**config.mk**
```make
export PLATFORM = sky130hd
export DESIGN_NAME = timer_cc_channel
export DESIGN_NICKNAME = d
export VERILOG_FILES = /design/src/rtl/tcc_pkg.sv /design/src/rtl/tcc_pin_sync.sv /design/src/rtl/tcc_cmp_out.sv /design/src/rtl/tcc_capt_reg.sv /design/src/rtl/timer_cc_channel.sv
export SDC_FILE = /design/constraint.sdc
export NUM_CORES = 1
export LEC_CHECK = 0
export ABC_AREA = 1
export BUFFER_PORTS_ARGS = -buffer_cell sky130_fd_sc_hd__buf_2
export CORE_MARGIN = 2
export CORE_UTILIZATION = 49
export CTS_CLUSTER_SIZE = 10
export DETAILED_ROUTE_END_ITERATION = 6
export PLACE_DENSITY = 0.79
export SLEW_MARGIN = 20
export SYNTH_ARGS = -nofsm -noshare
export SYNTH_HDL_FRONTEND = slang
export SYNTH_SLANG_ARGS = --single-unit
```
**constraint.sdc**
```tcl
create_clock -name clk -period 1.1 [get_ports clk]
set_input_delay 0.275 -clock clk [delete_from_list [all_inputs] [get_ports clk]]
set_output_delay 0.275 -clock clk [all_outputs]
set_load 0.05 [all_outputs]
```
**src/rtl/tcc_pkg.sv**
```systemverilog
package tcc_pkg;

    typedef enum logic [1:0] {
        ACT_HOLD = 2'b00,
        ACT_LOW  = 2'b01,
        ACT_HIGH = 2'b10,
        ACT_TGL  = 2'b11
    } cmp_act_e;

    // A code drives the pin when it is a compare code with a non-zero action.
    function automatic logic code_drives(input logic [3:0] code);
        return !code[3] && (code[1:0] != 2'b00);
    endfunction

    // Level loaded into the pin when the code is written.
    function automatic logic code_init(input logic [3:0] code);
        return code_drives(code) && code[2];
    endfunction

endpackage

```
**src/rtl/tcc_pin_sync.sv**
```systemverilog
module tcc_pin_sync #(
    parameter int SYNC_STAGES = 2
) (
    input  logic clk,
    input  logic rst_n,
    input  logic pin_in,
    output logic rise,
    output logic fall
);
    localparam int SH_W = SYNC_STAGES + 1;

    typedef struct packed {
        logic [SH_W-1:0] sh;
    } sync_st_t;

    sync_st_t sync_d, sync_q;

    always_comb begin
        sync_d    = sync_q;
        sync_d.sh = {sync_q.sh[SH_W-2:0], pin_in};
    end

    always_ff @(posedge clk or negedge rst_n) begin
        if (!rst_n) sync_q <= '0;
        else        sync_q <= sync_d;
    end

    // Bit SH_W-2 is the synchronized level; bit SH_W-1 is its previous value.
    assign rise = sync_q.sh[SH_W-2] & ~sync_q.sh[SH_W-1];
    assign fall = ~sync_q.sh[SH_W-2] & sync_q.sh[SH_W-1];

endmodule

```
**src/rtl/tcc_cmp_out.sv**
```systemverilog
module tcc_cmp_out
    import tcc_pkg::*;
#(
    parameter int CNT_W = 16
) (
    input  logic             clk,
    input  logic             rst_n,
    input  logic             drv_en,
    input  cmp_act_e         act,
    input  logic             ctl_wr_en,
    input  logic [3:0]       ctl_wr_data,
    input  logic             buf_mode,
    input  logic [CNT_W-1:0] cnt_val,
    input  logic [CNT_W-1:0] gr_val,
    output logic             pin_out,
    output logic             pin_oe
);
    typedef struct packed {
        logic eq_prev;
        logic hit;
        logic pin;
    } out_st_t;

    out_st_t out_d, out_q;
    logic    eq_now;

    always_comb begin
        eq_now        = (cnt_val == gr_val);
        out_d         = out_q;
        out_d.eq_prev = eq_now;
        out_d.hit     = drv_en && !buf_mode && eq_now && !out_q.eq_prev;
        if (ctl_wr_en) begin
            out_d.pin = code_init(ctl_wr_data);
            out_d.hit = 1'b0;
        end else if (!drv_en) begin
            out_d.pin = 1'b0;
        end else if (out_q.hit && !buf_mode) begin
            unique case (act)
                ACT_LOW:  out_d.pin = 1'b0;
                ACT_HIGH: out_d.pin = 1'b1;
                ACT_TGL:  out_d.pin = ~out_q.pin;
                default:  out_d.pin = out_q.pin;
            endcase
        end
    end

    always_ff @(posedge clk or negedge rst_n) begin
        if (!rst_n) out_q <= '0;
        else        out_q <= out_d;
    end

    assign pin_out = out_q.pin;
    assign pin_oe  = drv_en;

    assert_init_high_R2: assert property (@(posedge clk) disable iff (!rst_n)
        (ctl_wr_en && code_init(ctl_wr_data)) |=> pin_out);

    assert_idle_hold_R3: assert property (@(posedge clk) disable iff (!rst_n)
        (!out_q.hit && !ctl_wr_en && drv_en) |=> $stable(pin_out));

    assert_single_hit_R4: assert property (@(posedge clk) disable iff (!rst_n)
        out_q.hit |=> !out_q.hit);

    assert_buf_quiet_R8: assert property (@(posedge clk) disable iff (!rst_n)
        (buf_mode && !ctl_wr_en && drv_en) |=> $stable(pin_out));

    assert_off_low_R10: assert property (@(posedge clk) disable iff (!rst_n)
        !pin_oe |-> !pin_out);

endmodule

```
**src/rtl/tcc_capt_reg.sv**
```systemverilog
module tcc_capt_reg #(
    parameter int CNT_W = 16
) (
    input  logic             clk,
    input  logic             rst_n,
    input  logic [3:0]       mode_q,
    input  logic             buf_mode,
    input  logic             rise,
    input  logic             fall,
    input  logic             nbr_evt,
    input  logic             nbr_fast,
    input  logic             reg_wr_en,
    input  logic [CNT_W-1:0] reg_wr_data,
    input  logic [CNT_W-1:0] cnt_val,
    output logic [CNT_W-1:0] gr_val
);
    typedef struct packed {
        logic             trig;
        logic [CNT_W-1:0] gr;
    } cap_st_t;

    cap_st_t cap_d, cap_q;
    logic    src_hit;

    always_comb begin
        if (mode_q[2])      src_hit = nbr_evt && !nbr_fast;
        else if (mode_q[1]) src_hit = rise || fall;
        else if (mode_q[0]) src_hit = fall;
        else                src_hit = rise;

        cap_d      = cap_q;
        cap_d.trig = mode_q[3] && !buf_mode && src_hit;
        if (reg_wr_en)
            cap_d.gr = reg_wr_data;
        else if (cap_q.trig && mode_q[3] && !buf_mode)
            cap_d.gr = cnt_val;
    end

    always_ff @(posedge clk or negedge rst_n) begin
        if (!rst_n) cap_q <= '0;
        else        cap_q <= cap_d;
    end

    assign gr_val = cap_q.gr;

    assert_buf_hold_R8: assert property (@(posedge clk) disable iff (!rst_n)
        (buf_mode && !reg_wr_en) |=> $stable(gr_val));

    assert_wr_load_R9: assert property (@(posedge clk) disable iff (!rst_n)
        reg_wr_en |=> (gr_val == $past(reg_wr_data)));

    assert_cmp_nocap_R10: assert property (@(posedge clk) disable iff (!rst_n)
        (!mode_q[3] && !reg_wr_en) |=> $stable(gr_val));

endmodule

```
**src/rtl/timer_cc_channel.sv**
```systemverilog
module timer_cc_channel
    import tcc_pkg::*;
#(
    parameter int CNT_W       = 16,
    parameter int SYNC_STAGES = 2
) (
    input  logic             clk,
    input  logic             rst_n,
    input  logic             ctl_wr_en,
    input  logic [3:0]       ctl_wr_data,
    input  logic             reg_wr_en,
    input  logic [CNT_W-1:0] reg_wr_data,
    input  logic             buf_mode,
    input  logic [CNT_W-1:0] cnt_val,
    input  logic             pin_in,
    input  logic             nbr_cnt_evt,
    input  logic             nbr_fast_clk,
    output logic [CNT_W-1:0] gr_val,
    output logic             pin_out,
    output logic             pin_oe
);
    typedef struct packed {
        logic [3:0] mode;
    } top_st_t;

    top_st_t  top_d, top_q;
    logic     pin_rise, pin_fall;
    logic     drv_en;
    cmp_act_e act;

    always_comb begin
        top_d = top_q;
        if (ctl_wr_en) top_d.mode = ctl_wr_data;
    end

    always_ff @(posedge clk or negedge rst_n) begin
        if (!rst_n) top_q <= '0;
        else        top_q <= top_d;
    end

    assign drv_en = code_drives(top_q.mode);
    assign act    = cmp_act_e'(top_q.mode[1:0]);

    tcc_pin_sync #(.SYNC_STAGES(SYNC_STAGES)) u_sync (
        .clk    (clk),
        .rst_n  (rst_n),
        .pin_in (pin_in),
        .rise   (pin_rise),
        .fall   (pin_fall)
    );

    tcc_cmp_out #(.CNT_W(CNT_W)) u_out (
        .clk         (clk),
        .rst_n       (rst_n),
        .drv_en      (drv_en),
        .act         (act),
        .ctl_wr_en   (ctl_wr_en),
        .ctl_wr_data (ctl_wr_data),
        .buf_mode    (buf_mode),
        .cnt_val     (cnt_val),
        .gr_val      (gr_val),
        .pin_out     (pin_out),
        .pin_oe      (pin_oe)
    );

    tcc_capt_reg #(.CNT_W(CNT_W)) u_cap (
        .clk         (clk),
        .rst_n       (rst_n),
        .mode_q      (top_q.mode),
        .buf_mode    (buf_mode),
        .rise        (pin_rise),
        .fall        (pin_fall),
        .nbr_evt     (nbr_cnt_evt),
        .nbr_fast    (nbr_fast_clk),
        .reg_wr_en   (reg_wr_en),
        .reg_wr_data (reg_wr_data),
        .cnt_val     (cnt_val),
        .gr_val      (gr_val)
    );

    assert_mode_load_R2: assert property (@(posedge clk) disable iff (!rst_n)
        ctl_wr_en |=> (top_q.mode == $past(ctl_wr_data)));

    assert_mode_keep_R2: assert property (@(posedge clk) disable iff (!rst_n)
        !ctl_wr_en |=> $stable(top_q.mode));

endmodule

```
==> results.yml, run 1 <==
placement:
  port_buffers: 61
  placed_cell_area_um2: 2020
  dp_hpwl_mm: 2.80
  placedCellCount: 345
  gp_congestion: 0.754
floorplanning:
  core-area_um2: 3310
  fp.dieW_um: 62.7
  die_area_um2: 3930
  initial_core_util: 0.510
  io_pins: 62
  die_height_um: 62.7
  std_cell_rows: 21
setup_path:
  worstRegToRegCells: 9
  start_kind: "register"
  crit_buf_inv: 1
  crit_chain: "nor2_4, nor2_4, buf_6"
  cpMostUsedCell: "nor2_4"
  critPathMaxFanout: 2
  cp_num_cells: 3
  critPathTopFamily: "flip-flops"
  crit_required_ns: 0.82
  cpPeakStageDelay_ns: 0.44
  cp-end-kind: "output port"
  worstPathArrival_ns: 1.12
  cp_slowest_cell: "dfrtp_1"
  crit_type: "register to output port"
  rrSetupSlack_ns: -0.24
synth:
  synth-seq-cells: 27
  synth_nets: 293
  syn_inst: 247
  yosysWarnings: 0
  syn_avg_cell_area_um2: 6.83
  synth_area_leader_cell: "dfrtp_1"
  synth-seq-area-share: 0.400
  synth_cell_type_count: 18
  syn_area_um2: 1690
  yosysTopAreaCellShare: 0.400
  synthTopCellsByArea: "dfrtp_1, nand2_1, nand3_1"
final_layout:
  fin_cells: 369
  drive_gt1_frac: 0.347
  diodes: 0
  final_util: 0.727
  final_area_um2: 2410
  syn2layout_area_growth_pct: 42.6
  fillers: 283
  layout_common_cells: "nand2_1, buf_2, inv_1"
  layout_commonest_cell: "nand2_1"
  fin_nets: 370
drt:
  wl_per_cell_um: 11.5
  drt-total-wl_mm: 4.24
  ant_nets: 0
  firstDrtPassIters: 4
  drtIter0Drc: 91
  route.detailed.vias_per_inst: 4.70
  drc: 0
  vias: 1735
sta:
  finalCritPeriodShare: 1.27
  fin_ws_ns: -0.295
  fin_crit_ns: 1.39
  finalHoldViolCount: 0
  max_freq_mhz: 717
  worst_pin_slew_ns: 0.514
  finalSetupViolCount: 38
  grt_setup_unrepaired: "true"
  fin_skew_ns: 0.0152
  hold_slack_ns: 0.0561
  maxSlewViolCount: 0
  relSlewSlack: 0.657
min_path:
  hold_depth: 1
  hp-class: "input pin to register"
pwr:
  p_leak_nw: 1.39
  power_density_nw_per_um2: 1090
  ir_drop_mv: 0.634
  fin_total_pwr_mw: 2.63
clock_tree:
  cts_inserted_buffers: 3
  clock-root-buffer: "clkbuf_4"
  clk_latency_ns: 0.32
  cts.path.max_buffers: 2
  cts.clk_slew.worst_paths_ns: 0.13
  cts_tree: "done"
  htree_levels: 1
  clock-sinks: 27
global_route:
  grt_pass1_vias: 1751
  grt_max_degree: 17
  grt-ovfl-total: 0
  antenna_found_initial: 0
  grt_pass1_wl_mm: 7.41
  grt.total_usage: 0.235
run_status:
  status: "complete, but fails checks"
  violations: "negative setup slack"
job:
  maxCapViolations: 0
[repair_timing]
action / CTS / global route
hold buffers: 1 / 0
buffers inserted: 20 / 1
endpoints found under the setup margin: 24 / 38
pin swaps: 5 / 15
hold endpoints to repair: 13 / 0
resized for setup: 45 / 17
[cell families after synthesis]
group | share of synthesized area
simple gates | 0.382
buf+inv | 0.176
flops | 0.400
compound gates | 0.0267
fa+ha+maj | 0.0148
[cells in the mapped netlist (all sizes together)]
| master | instances |
|---|---|
| o31ai | 1 |
| nand3 | 35 |
| o211ai | 1 |
| o21ai | 3 |
| clkbuf | 1 |
| a21oi | 3 |
| nor2 | 27 |
| buf | 20 |
| dfrtp | 27 |
| nand3b | 1 |
| ha | 2 |
| nand2 | 89 |
| inv | 37 |
[power by group]
part	switching, mW	total (mW)	internal [mW]	leakage, nW
clock	0.285	0.426	0.142	0.0150
sequential	0.0777	1.15	1.07	0.332
combinational	0.590	1.05	0.458	1.05
[registers in the layout, indices dropped and copies added, names as in the netlist]
signal,cells
u_cap.gr_val,16
u_cap.cap_q,1
u_out.pin_out,1
top_q,4
u_sync.sync_q,3
u_out.out_q,2
[final cells by class]
class	count	area, µm²	share of cell area
clock buffers	4	26.3	0.0109
repair buffers	93	727	0.302
inverters	37	139	0.0577
well taps	46	57.6	0.0239
flip-flops and latches	27	677	0.281
multi-input cells	162	781	0.324
[metrics by stage]
step           setup TNS (ns)  setup WS (ns)
5_1_grt                 -5.54         -0.358
4_1_cts                 -2.67         -0.268
2_1_floorplan               0        0.00650
3_3_place_gp                0         0.0101
3_5_place_dp         -0.00693       -0.00398
6_report                -3.24         -0.295
[worst register-to-register path, cell delays in order (launching register included)]
cell      delay (ns)
dfrtp_1         0.44
nor2_4          0.17
buf_6           0.11
buf_6           0.08
buf_6           0.08
buf_6           0.08
buf_6           0.08
nand2_2         0.03
o211ai_1        0.08
a21oi_1         0.08
[per-layer routing]
layer	track usage	wire length, µm
met5	0	0
met4	0.108	106
met3	0.0378	217
met2	0.417	2210
met1	0.279	1700
[path summary, 6_finish.rpt]
kind,from,to
worst min-delay path,pin_in,u_sync.sync_q[0]$_DFF_PN0_
max in group asynchronous,rst_n,top_q[3]$_DFFE_PN0P_
worst max register to register,top_q[0]$_DFFE_PN0P_,u_cap.cap_q[16]$_DFF_PN0_
worst max-delay path,top_q[0]$_DFFE_PN0P_,pin_oe
worst min register to register,u_sync.sync_q[0]$_DFF_PN0_,u_sync.sync_q[1]$_DFF_PN0_
min in group asynchronous,rst_n,u_cap.gr_val[1]$_DFFE_PN0P_
No activity file was read; power rests on OpenSTA's default activity.
==> inputs of run 2 (changes only) <==
- PLACE_DENSITY: 0.79 -> 0.89
==> run 2 against run 1 <==
Effect of this change: the flow still finishes with violations (negative setup slack); setup slack got worse by 0.019 ns; sequential share of layout area decreased by 0.42 points; first-iteration DRC count increased by 37%; utilization increased by 1.1 points; power increased by 2.7%; count of clock-buffer cells in the layout decreased by 1; critical path depth unchanged; critical path type unchanged; largest cell class unchanged.
==> results.yml, run 2 (synthesis gave the netlist of run 1 again) <==
global_route:
  grt_pass1_wl_mm: 7.56
  grt.total_usage: 0.242
  grt-ovfl-total: 0
  antenna_found_initial: 0
  grt_pass1_vias: 1774
  grt_max_degree: 17
final_layout:
  final_area_um2: 2440
  final-seq-area_um2: 677
  diodes: 0
  layout_commonest_cell: "nand2_1"
  layout_common_cells: "nand2_1, buf_2, nand3_1"
  fillers: 251
  multi_input_area_um2: 792
  largest_reg_flops: 16
  drive_gt1_frac: 0.379
  syn2layout_area_growth_pct: 44.8
  fin_nets: 374
sta:
  finalSetupViolCount: 38
  max_freq_mhz: 707
  worst_pin_slew_ns: 0.518
  finalCritPeriodShare: 1.29
  fin_crit_ns: 1.41
  fin_ws_ns: -0.314
  grt_setup_unrepaired: "true"
  maxSlewViolCount: 0
  fin_tns_setup_ns: -5.26
  finalHoldViolCount: 0
  fin_skew_ns: 0.00799
  relSlewSlack: 0.655
clock_tree:
  cts_tree: "done"
  clk_latency_ns: 0.34
  clock-root-buffer: "clkbuf_4"
  cts.clk_slew.worst_paths_ns: 0.16
  clock-sinks: 27
  cts.path.max_buffers: 2
  htree_levels: 1
  cts_inserted_buffers: 3
floorplanning:
  initial_core_util: 0.510
  io_pins: 62
  die_height_um: 62.7
  std_cell_rows: 21
  core-area_um2: 3310
  fp.dieW_um: 62.7
  die_area_um2: 3930
drt:
  drc: 0
  ant_nets: 0
  vias: 1894
  drt-total-wl_mm: 4.94
  drtIter0Drc: 125
  wl_per_cell_um: 13.2
  route.detailed.vias_per_inst: 5.08
  firstDrtPassIters: 4
setup_path:
  start_kind: "register"
  cp_slowest_cell: "dfrtp_1"
  critPathTopFamily: "flip-flops"
  crit_type: "register to output port"
  cpMostUsedCell: "nor2_4"
  cpPeakStageDelay_ns: 0.45
  critPathMaxFanout: 2
  crit_buf_inv: 1
  crit_required_ns: 0.82
  crit_chain: "nor2_4, nor2_4, buf_6"
  cp-end-kind: "output port"
  worstPathArrival_ns: 1.14
placement:
  port_buffers: 61
  gp_congestion: 0.828
  placed_cell_area_um2: 2020
  dp_hpwl_mm: 3.04
run_status:
  status: "complete, but fails checks"
  violations: "negative setup slack"
pwr:
  p_leak_nw: 1.40
  ir_drop_mv: 0.599
  power_density_nw_per_um2: 1100
job:
  maxCapViolations: 0
min_path:
  hp-class: "input pin to register"
-- run 2: cell types whose count changed in the layout (fill, tap and decap cells not counted), sizes merged --
| cell | before | now |
|---|---|---|
| buf | 92 | 96 |
| clkbuf | 4 | 3 |
| clkinvlp | 0 | 1 |
-- run 2: what timing repair did --
action,4_1_cts,5_1_grt
endpoints found under the setup margin,34,38
setup buffers,20,1
cloned,0,1
resized for setup,40,31
endpoints found under the hold margin,11,0
pin swaps,5,17
hold buffers,1,0
-- run 2: worst register-to-register path, stage by stage (launching register included) --
cell     delay, ns
dfrtp_1       0.44
buf_4         0.15
buf_6         0.11
buf_4         0.14
a21oi_2       0.10
nand3_1       0.11
o31ai_2       0.08
nand2_1       0.07
o21ai_1       0.07
-- run 2: path summary, 6_finish.rpt --
kind                                            start                            to  slack (ns)  cells past startpoint
setup / recovery                 top_q[0]$_DFFE_PN0P_                        pin_oe       -0.31                      3
hold / removal                                 pin_in    u_sync.sync_q[0]$_DFF_PN0_        0.02                      1
setup reg to reg                 top_q[3]$_DFFE_PN0P_     u_out.pin_out$_DFFE_PN0P_       -0.23                      8
hold reg to reg            u_sync.sync_q[0]$_DFF_PN0_    u_sync.sync_q[1]$_DFF_PN0_        0.37                      0
max in group asynchronous                       rst_n     u_out.pin_out$_DFFE_PN0P_        0.37                      3
min in group asynchronous                       rst_n  u_cap.gr_val[10]$_DFFE_PN0P_        0.34                      2
-- run 2: power by group --
| group | total, mW | internal [mW] | switching, mW |
|---|---|---|---|
| Combinational | 1.09 | 0.466 | 0.626 |
| Sequential | 1.15 | 1.07 | 0.0722 |
| Clock | 0.457 | 0.140 | 0.317 |
| Total | 2.70 | 1.68 | 1.02 |
-- run 2: routing by layer --
| layer | part of all wire | vias up | global-route usage |
|---|---|---|---|
| met5 | 0 | - | 0 |
| li1 | - | 898 | - |
| met1 | 0.39 | 886 | 0.297 |
| met4 | 0.037 | 0 | 0.128 |
| met2 | 0.51 | 89 | 0.413 |
| met3 | 0.064 | 21 | 0.0342 |
-- run 2: cell type report --
class,instances,share of cell area
timing repair buffer,97,0.306
clock inverter,1,0.00307
inverter,37,0.0568
sequential,27,0.277
clock buffer,3,0.00922
multi-input combinational,162,0.324
tap,46,0.0236
-- run 2: metrics by stage --
step                total power, mW  hold WS [ns]  setup WS, ns  utilization  cells
finish                         2.70        0.0241        -0.314        0.738    373
global route                   2.86      -0.00917        -0.383        0.738    373
CTS                            2.60        0.0219        -0.312        0.706    371
detailed placement             1.94         0.184       -0.0209        0.610    346
global placement               1.92         0.182       0.00183        0.610    346
floorplan                      1.74       -0.0206       0.00650            -    247
